`config.mk`:
```
export PLATFORM = sky130hd
export DESIGN_NAME = uprog_sequencer
export DESIGN_NICKNAME = d
export VERILOG_FILES = /design/src/rtl/useq_pkg.sv /design/src/rtl/useq_cond_mux.sv /design/src/rtl/useq_next_addr.sv /design/src/rtl/uprog_sequencer.sv
export SDC_FILE = /design/constraint.sdc
export NUM_CORES = 1
export LEC_CHECK = 0
export BUFFER_PORTS_ARGS = -buffer_cell sky130_fd_sc_hd__buf_4
export CELL_PAD_IN_SITES_DETAIL_PLACEMENT = 0
export CELL_PAD_IN_SITES_GLOBAL_PLACEMENT = 2
export CORE_AREA = 2 2 56 58
export CTS_BUF_LIST = sky130_fd_sc_hd__clkbuf_4 sky130_fd_sc_hd__clkbuf_8
export CTS_CLUSTER_DIAMETER = 50
export DETAILED_ROUTE_END_ITERATION = 8
export DIE_AREA = 0 0 58 60
export PLACE_DENSITY_LB_ADDON = 0.1
export SLEW_MARGIN = 10
export SYNTH_ARGS = -nofsm -noshare
export SYNTH_HDL_FRONTEND = slang
export SYNTH_SLANG_ARGS = --single-unit
```
`constraint.sdc`:
```
create_clock -name clk -period 1.8 [get_ports clk]
set_clock_uncertainty 0.1 [all_clocks]
set_input_delay 0.09 -clock clk [delete_from_list [all_inputs] [get_ports clk]]
set_output_delay 0.09 -clock clk [all_outputs]
set_load 0.02 [all_outputs]
```
`src/rtl/useq_pkg.sv`:
```
// Shared encodings for the microprogram address sequencer.
// Assumes 2-bit branch-type and condition-select fields.
package useq_pkg;
    typedef enum logic [1:0] {
        BR_JMP  = 2'b00,
        BR_CALL = 2'b01,
        BR_RET  = 2'b10,
        BR_MAP  = 2'b11
    } br_kind_t;

    typedef enum logic [1:0] {
        CS_ALWAYS = 2'b00,
        CS_IND    = 2'b01,
        CS_SIGN   = 2'b10,
        CS_ZERO   = 2'b11
    } cond_sel_t;
endpackage

```
`src/rtl/useq_cond_mux.sv`:
```
// Condition multiplexer: returns the status bit chosen by the select field.
// Assumes the caller ties slot 0 high so that it gives unconditional branches.
module useq_cond_mux #(
    parameter int N_COND = 4,
    localparam int SEL_W = $clog2(N_COND)
) (
    input  logic [N_COND-1:0] cond_vec,
    input  logic [SEL_W-1:0]  sel,
    output logic              taken
);
    // Pick one condition from the vector.
    always_comb begin
        taken = 1'b0;
        for (int i = 0; i < N_COND; i++) begin
            if (sel == SEL_W'(i)) taken = cond_vec[i];
        end
    end
endmodule

```
`src/rtl/useq_next_addr.sv`:
```
// Next-address logic: chooses among increment, branch target, opcode map
// and saved return address, and decides whether the return register loads.
// Assumes ADDR_W >= OPC_W + SLOT_W + 1, with the map placed in the lower half.
module useq_next_addr
    import useq_pkg::*;
#(
    parameter int ADDR_W = 7,
    parameter int OPC_W  = 4,
    parameter int SLOT_W = 2,
    localparam int PAD_W = ADDR_W - OPC_W - SLOT_W
) (
    input  logic [ADDR_W-1:0] car,
    input  logic [ADDR_W-1:0] sbr,
    input  br_kind_t          kind,
    input  logic              taken,
    input  logic [ADDR_W-1:0] target,
    input  logic [OPC_W-1:0]  opc,
    output logic [ADDR_W-1:0] car_nxt,
    output logic              sbr_load,
    output logic [ADDR_W-1:0] sbr_nxt
);
    logic [ADDR_W-1:0] car_inc;
    logic [ADDR_W-1:0] map_addr;

    // Wrapping increment and opcode-to-routine mapping.
    always_comb begin
        car_inc  = car + ADDR_W'(1);
        map_addr = {{PAD_W{1'b0}}, opc, {SLOT_W{1'b0}}};
    end

    // Select the next control address by branch type.
    always_comb begin
        sbr_load = 1'b0;
        sbr_nxt  = car_inc;
        unique case (kind)
            BR_JMP:  car_nxt = taken ? target : car_inc;
            BR_CALL: begin
                car_nxt  = taken ? target : car_inc;
                sbr_load = taken;
            end
            BR_RET:  car_nxt = sbr;
            BR_MAP:  car_nxt = map_addr;
            default: car_nxt = car_inc;
        endcase
    end
endmodule

```
`src/rtl/uprog_sequencer.sv`:
```
// Top of the microprogram address sequencer: holds the control address and
// return registers and updates them every rising edge.
// Assumes a synchronous active-low reset and one level of subroutine nesting.
module uprog_sequencer
    import useq_pkg::*;
#(
    parameter int ADDR_W = 7,
    parameter int OPC_W  = 4,
    parameter int SLOT_W = 2,
    parameter int N_COND = 4,
    localparam int SEL_W = $clog2(N_COND)
) (
    input  logic              clk,
    input  logic              rst_n,
    input  logic [SEL_W-1:0]  cond_sel,
    input  logic [1:0]        br_kind,
    input  logic [ADDR_W-1:0] addr_field,
    input  logic              ind_bit,
    input  logic              sign_bit,
    input  logic              zero_bit,
    input  logic [OPC_W-1:0]  opcode,
    output logic [ADDR_W-1:0] car_q,
    output logic [ADDR_W-1:0] sbr_q
);
    logic              taken;
    logic [ADDR_W-1:0] car_nxt;
    logic [ADDR_W-1:0] sbr_nxt;
    logic              sbr_load;
    logic [3:0]        cond_vec;

    // Gather the conditions; slot 0 is the constant-true input.
    always_comb cond_vec = {zero_bit, sign_bit, ind_bit, 1'b1};

    useq_cond_mux #(.N_COND(N_COND)) u_cmux (
        .cond_vec (cond_vec[N_COND-1:0]),
        .sel      (cond_sel),
        .taken    (taken)
    );

    useq_next_addr #(.ADDR_W(ADDR_W), .OPC_W(OPC_W), .SLOT_W(SLOT_W)) u_nxt (
        .car      (car_q),
        .sbr      (sbr_q),
        .kind     (br_kind_t'(br_kind)),
        .taken    (taken),
        .target   (addr_field),
        .opc      (opcode),
        .car_nxt  (car_nxt),
        .sbr_load (sbr_load),
        .sbr_nxt  (sbr_nxt)
    );

    // Control address register: reloads every cycle.
    always_ff @(posedge clk) begin
        if (!rst_n) car_q <= '0;
        else        car_q <= car_nxt;
    end

    // Return register: written only by a taken call.
    always_ff @(posedge clk) begin
        if (!rst_n)        sbr_q <= '0;
        else if (sbr_load) sbr_q <= sbr_nxt;
    end
endmodule

```
==> Word level (Yosys, flattened, before mapping) <==
Cells that the tools add are included.
W data, S select, Z words.
{ "word_totals": {"regBits": 14, "in_bits": 20, "out_inout_bits": 14, "wordCells": 19} }
{ "classes": {"n_addsub": 1, "n_eq_ne": 6, "mux": 7, "n_reduce_logical": 3} }
{ "ops": {"columns": ["op", "n"], "rows": [
  ["$pmux W7 S3", 1],
  ["$eq A2 B2 Y1 const B", 4],
  ["$add A7 B1 Y7 const B", 1],
  ["$mux W7", 1],
  ["$mux W1", 5],
  ["$eq A2 B1 Y1 const B", 2],
  ["$logic_not A2 Y1", 2],
  ["$reduce_or A2 Y1", 1]
]} }

==> Longest topological paths before layout <==
{ "depth": {"depth_word": 7, "ltp_mapped": 6} }

==> Hierarchy <==
Synthesis repeated with hierarchy kept, for this count alone.
{ "hier_totals": {"hier_cells": 89, "area_unflattened_um2": 819.5} }
{ "by_module_without_submodules": {"columns": ["mod", "instances", "cells_each", "area_each_um2", "seq_area_each_um2"], "rows": [
  ["uprog_sequencer", 1, 38, 457.9, 280.3],
  ["useq_next_addr", 1, 50, 339.1, 0.0],
  ["useq_cond_mux", 1, 1, 22.5, 0.0]
]} }

==> Worst setup path after synthesis <==
OpenSTA, ideal clock, no wires.
{ "synth_path": {"path_type": "reg2reg", "startpoint": "reg car_q[0]", "endpoint": "reg car_q[4]", "setup_ns": 0.101, "arrival_ns": 1.184, "required_time_ns": 1.599, "path_slack_ns": 0.415, "stages_incl_launch_ff": 5, "n_path_buf": 0, "synth_period_minus_slack_ns": 1.385, "cell_sequence": "dfxtp_1 > ha_1 > nand3_1 > xor2_1 > o41ai_1"} }
{ "synth_between": {"elab_chain_cells": 3} }
{ "synth_lines": {"columns": ["element", "line_no", "rtl"], "rows": [
  ["start, declared", "uprog_sequencer.sv:22", "output logic [ADDR_W-1:0] car_q,"],
  ["start signal, assigned", "uprog_sequencer.sv:55", "else car_q <= car_nxt;"],
  ["$add A7 B1 Y7", "useq_next_addr.sv:27", "car_inc = car + ADDR_W'(1);"],
  ["$mux W7", "useq_next_addr.sv:36, useq_next_addr.sv:38", null],
  ["$pmux W7 S3", "useq_next_addr.sv:35", "unique case (kind)"]
]} }
No other way between the ends.
A chain may end at the register's enable or synchronous reset.

==> Worst setup path in the final report <==
{ "layout_path": {"startpoint": "in br_kind[1]", "endpoint": "reg sbr_q[4]"} }
{ "layout_between": {"elab_chain_cells": 2} }
{ "layout_lines": {"columns": ["element", "line_no", "rtl"], "rows": [
  ["start, declared", "uprog_sequencer.sv:16", "input logic [1:0] br_kind,"],
  ["$eq A2 B1 Y1", "useq_next_addr.sv:35", null],
  ["$mux W1", "useq_next_addr.sv:35", null],
  ["end signal, assigned", "uprog_sequencer.sv:61", "else if (sbr_load) sbr_q <= sbr_nxt;"],
  ["end, declared", "uprog_sequencer.sv:23", "output logic [ADDR_W-1:0] sbr_q"]
]} }
No other way between the ends.

==> Implementation_results.wiki <==
{| class="wikitable"
! Metric !! Value
|-
| Synthesis warning total || 0
|-
| Minimum period implied by the final worst setup slack || 1470 ps
|-
| Multi-input combinational cell area || 444 sq um
|-
| Final Hold Viols || 0
|-
| Die Outline Area || between 3000 and 4000 sq um
|-
| Max transition margin || 53.1%
|-
| Vias in the first global route || 730
|-
| Die Y-Extent || 60 microns
|-
| Netlist area before placement || 756 sq um
|-
| Number of antenna-violating nets in the routed design || 0
|-
| Top area cells in the synthesized netlist || dfxtp_1, mux2i_1, nor2_1
|-
| Worst slew pin tran || 703 ps
|-
| Path category of the worst min-delay check || input pin to register
|-
| Global Route Usage Sum || 13.8%
|-
| Boundary pin count || 34
|-
| Overall die width || 58 microns
|-
| Post-CTS sizing || 0
|-
| GRT Max-Usage Layer || met2
|-
| Post-synthesis async set-or-reset flop share || 0%
|-
| Critical-path cell list || dlygate4sd3_1 -> buf_4 -> a2111oi_4 -> buf_4 -> nor2_1 -> a211oi_2
|-
| Area added between synthesis and finish || 52.0%
|-
| Cell with the largest stage delay on the worst path || dlygate4sd3_1
|-
| Clock-pin transition on the worst setup and hold timing paths || 100 ps
|-
| Critical path class || input pin to register
|-
| Clock Tree Buf Depth || 2
|-
| Portion of the post-synthesis area used by sequential elements || between 30% and 40%
|-
| Pwr per Cell Area || between 600 and 700 nW/um^2
|-
| Wire length of the first global-routing pass || ~3500 microns
|-
| Static Leak || 0.486 nW
|-
| Average footprint of a synthesized cell || 9.22 sq um
|-
| Register Area || 280 sq um
|-
| Layout fillers || 307
|-
| Min Hold Slack || approximately 34 ps
|-
| Placement row count || 20
|-
| Met2 track demand over resource || around 21%
|-
| Synthesized Nets || 103
|-
| Number of levels the H-tree was split into || 1
|-
| DRC violation total after the first TritonRoute iteration || 9
|-
| Routed length per instance || 13.9 microns
|-
| Met3 Track Usage GR || 4.98%
|-
| Final standard cell utilization of the core || 39.6%
|-
| Flip-flop and latch count after synthesis || 14
|-
| Count of unique library cells instantiated by Yosys || 30
|-
| Max capacitance violation total || 0
|-
| CP required || between 1500 and 2000 ps
|-
| Dominant delay contributor by cell family on the critical path || buffers and inverters
|-
| Run status || completed
|-
| Share of the clock period used by the worst path after layout || 81.5%
|-
| Buffer and inverter count on the worst path || 3
|-
| Number of hold buffers added after cts || 8
|-
| Dpl ws || 209 ps
|-
| Critical path's largest stage delay || 540 ps
|-
| Smallest setup slack after layout || 333 ps
|-
| Post-synth EDFFs || 0
|-
| Number of slew-limit violations in the final report || 0
|-
| Initial DRT Pass Iterations || 4
|-
| Finish-stage setup viols || 0
|-
| Most frequent cell after synthesis || dfxtp_1
|-
| CORE AREA || 2900 sq um
|-
| Timing-limited maximum frequency || 0.681 GHz
|-
| Number of antenna diodes || 0
|-
| Clock root buffer master || clkbuf_4
|-
| Number of buffers inserted to repair setup after CTS || 0
|-
| Number of antenna violations at the first check in global routing || 0
|-
| Kind of end point of the critical path || register
|-
| Clock sink count || 14
|-
| Clock latency at the later pin of the worst-skew pair || 290 ps
|-
| Number of I/O port buffers || 33
|-
| Worst path arrival time || 1580 ps
|-
| RSZ-0062 raised after global routing || false
|-
| Gate count after technology mapping || 82
|-
| Met1 track utilization from global routing || 17.9%
|-
| DP HPWL || 1640 microns
|-
| Setup TNS || 0 ps
|-
| Layout net count || roughly 150
|-
| Fraction of final layout cells sized beyond drive strength 1 || 34.4%
|-
| Remaining DRCs || 0
|-
| Fraction of synthesized cell area taken by the top area cell type || 37.1%
|-
| GRT overflow || 0
|-
| Initial cell density of the core || a little over a quarter
|-
| TritonCTS clock tree || built
|-
| Largest net degree at the start of global routing || 13
|-
| Primary flip-flop cell chosen by synthesis mapping || dfxtp_1
|-
| Type of element launching the critical path || input pin
|-
| Peak supply drop || about 0.51 mV
|-
| Post-detailed-routing wire length || 2200 microns
|-
| CTS Buf Count || 3
|-
| Number of vias in the routed layout || 752
|-
| Most used cell along the critical path || buf_4
|-
| Worst-path maximum fanout || 10
|-
| Final RePlAce weighted congestion || 0.708
|-
| Average vias per placed instance || 4.76
|-
| Post-synth top cells || dfxtp_1, nor2_1, mux2i_1, nand2_1, o21ai_0
|-
| Largest area contributor in the synthesized netlist || dfxtp_1
|}
[logic make-up after synthesis]
| group | count (synthesis) | share of synthesized area [%] |
|---|---|---|
| flops | 14 | 37.1 |
| compound gates | 25 | 27.0 |
| simple gates | 25 | 16.4 |
| mux | 6 | 7.95 |
| fa+ha+maj | 1 | 1.66 |
| buf+inv | 6 | 4.14 |
| xor+xnor | 5 | 5.80 |
[where the power goes]
| part | total [mW] | internal (mW) | switching, mW |
|---|---|---|---|
| Sequential | 0.352 | 0.331 | 0.0205 |
| Clock | 0.239 | 0.123 | 0.116 |
| Combinational | 0.207 | 0.102 | 0.104 |
| Total | 0.797 | 0.556 | 0.241 |
[worst min-delay path: cells and delay by family]
family	cells	cell delay, ps
AND/OR/NAND/NOR	1	80
buffers and inverters	1	80
AO/OA/AOI/OAI	2	100
multiplexers	1	50
[worst paths after layout]
kind	startpoint	to	slack [ps]	depth (start not counted)
worst max-delay path	br_kind[1]	sbr_q[4]	330	6
worst min register to register	sbr_q[2]	sbr_q[2]	420	2
worst max register to register	car_q[0]	car_q[6]	360	5
worst min-delay path	opcode[1]	car_q[3]	30	5
[through the flow]
step                cells  total power, mW  cell area (sq um)
detailed placement    146            0.554               1030
floorplan              82            0.462                756
finish                158            0.797               1150
global route          158            0.839               1150
global placement      146            0.553               1030
CTS                   158            0.806               1150
[sequential cells by signal, indices dropped and copies added (netlist names)]
signal,cells
car_q,7
sbr_q,7
[per-layer routing]
layer | wire, microns | vias to the layer above
met3 | 115 | 4
met4 | 36 | 0
met1 | 1060 | 333
met2 | 993 | 23
met5 | 0 | -
li1 | - | 392
[area by class of cell]
class                           count  area share [%]
Tap cell                           33            3.59
Sequential cell                    14            24.4
Multi-Input combinational cell     62            38.7
Clock buffer                        4            3.16
Timing Repair Buffer               42            29.2
Inverter                            3           0.980
[cells in the final DEF (no fill, tap or decap), drive strengths merged, types with 4 or more instances in the layout]
cell type    Yosys  final
mux2i            6      6
a211oi           6      6
o21ai            5      5
nand2            5      5
nand3            4      4
clkbuf           1      4
nor2             9      9
dfxtp           14     14
dlygate4sd3      0      8
buf              2     34
No activity file was read; power rests on OpenSTA's default activity.
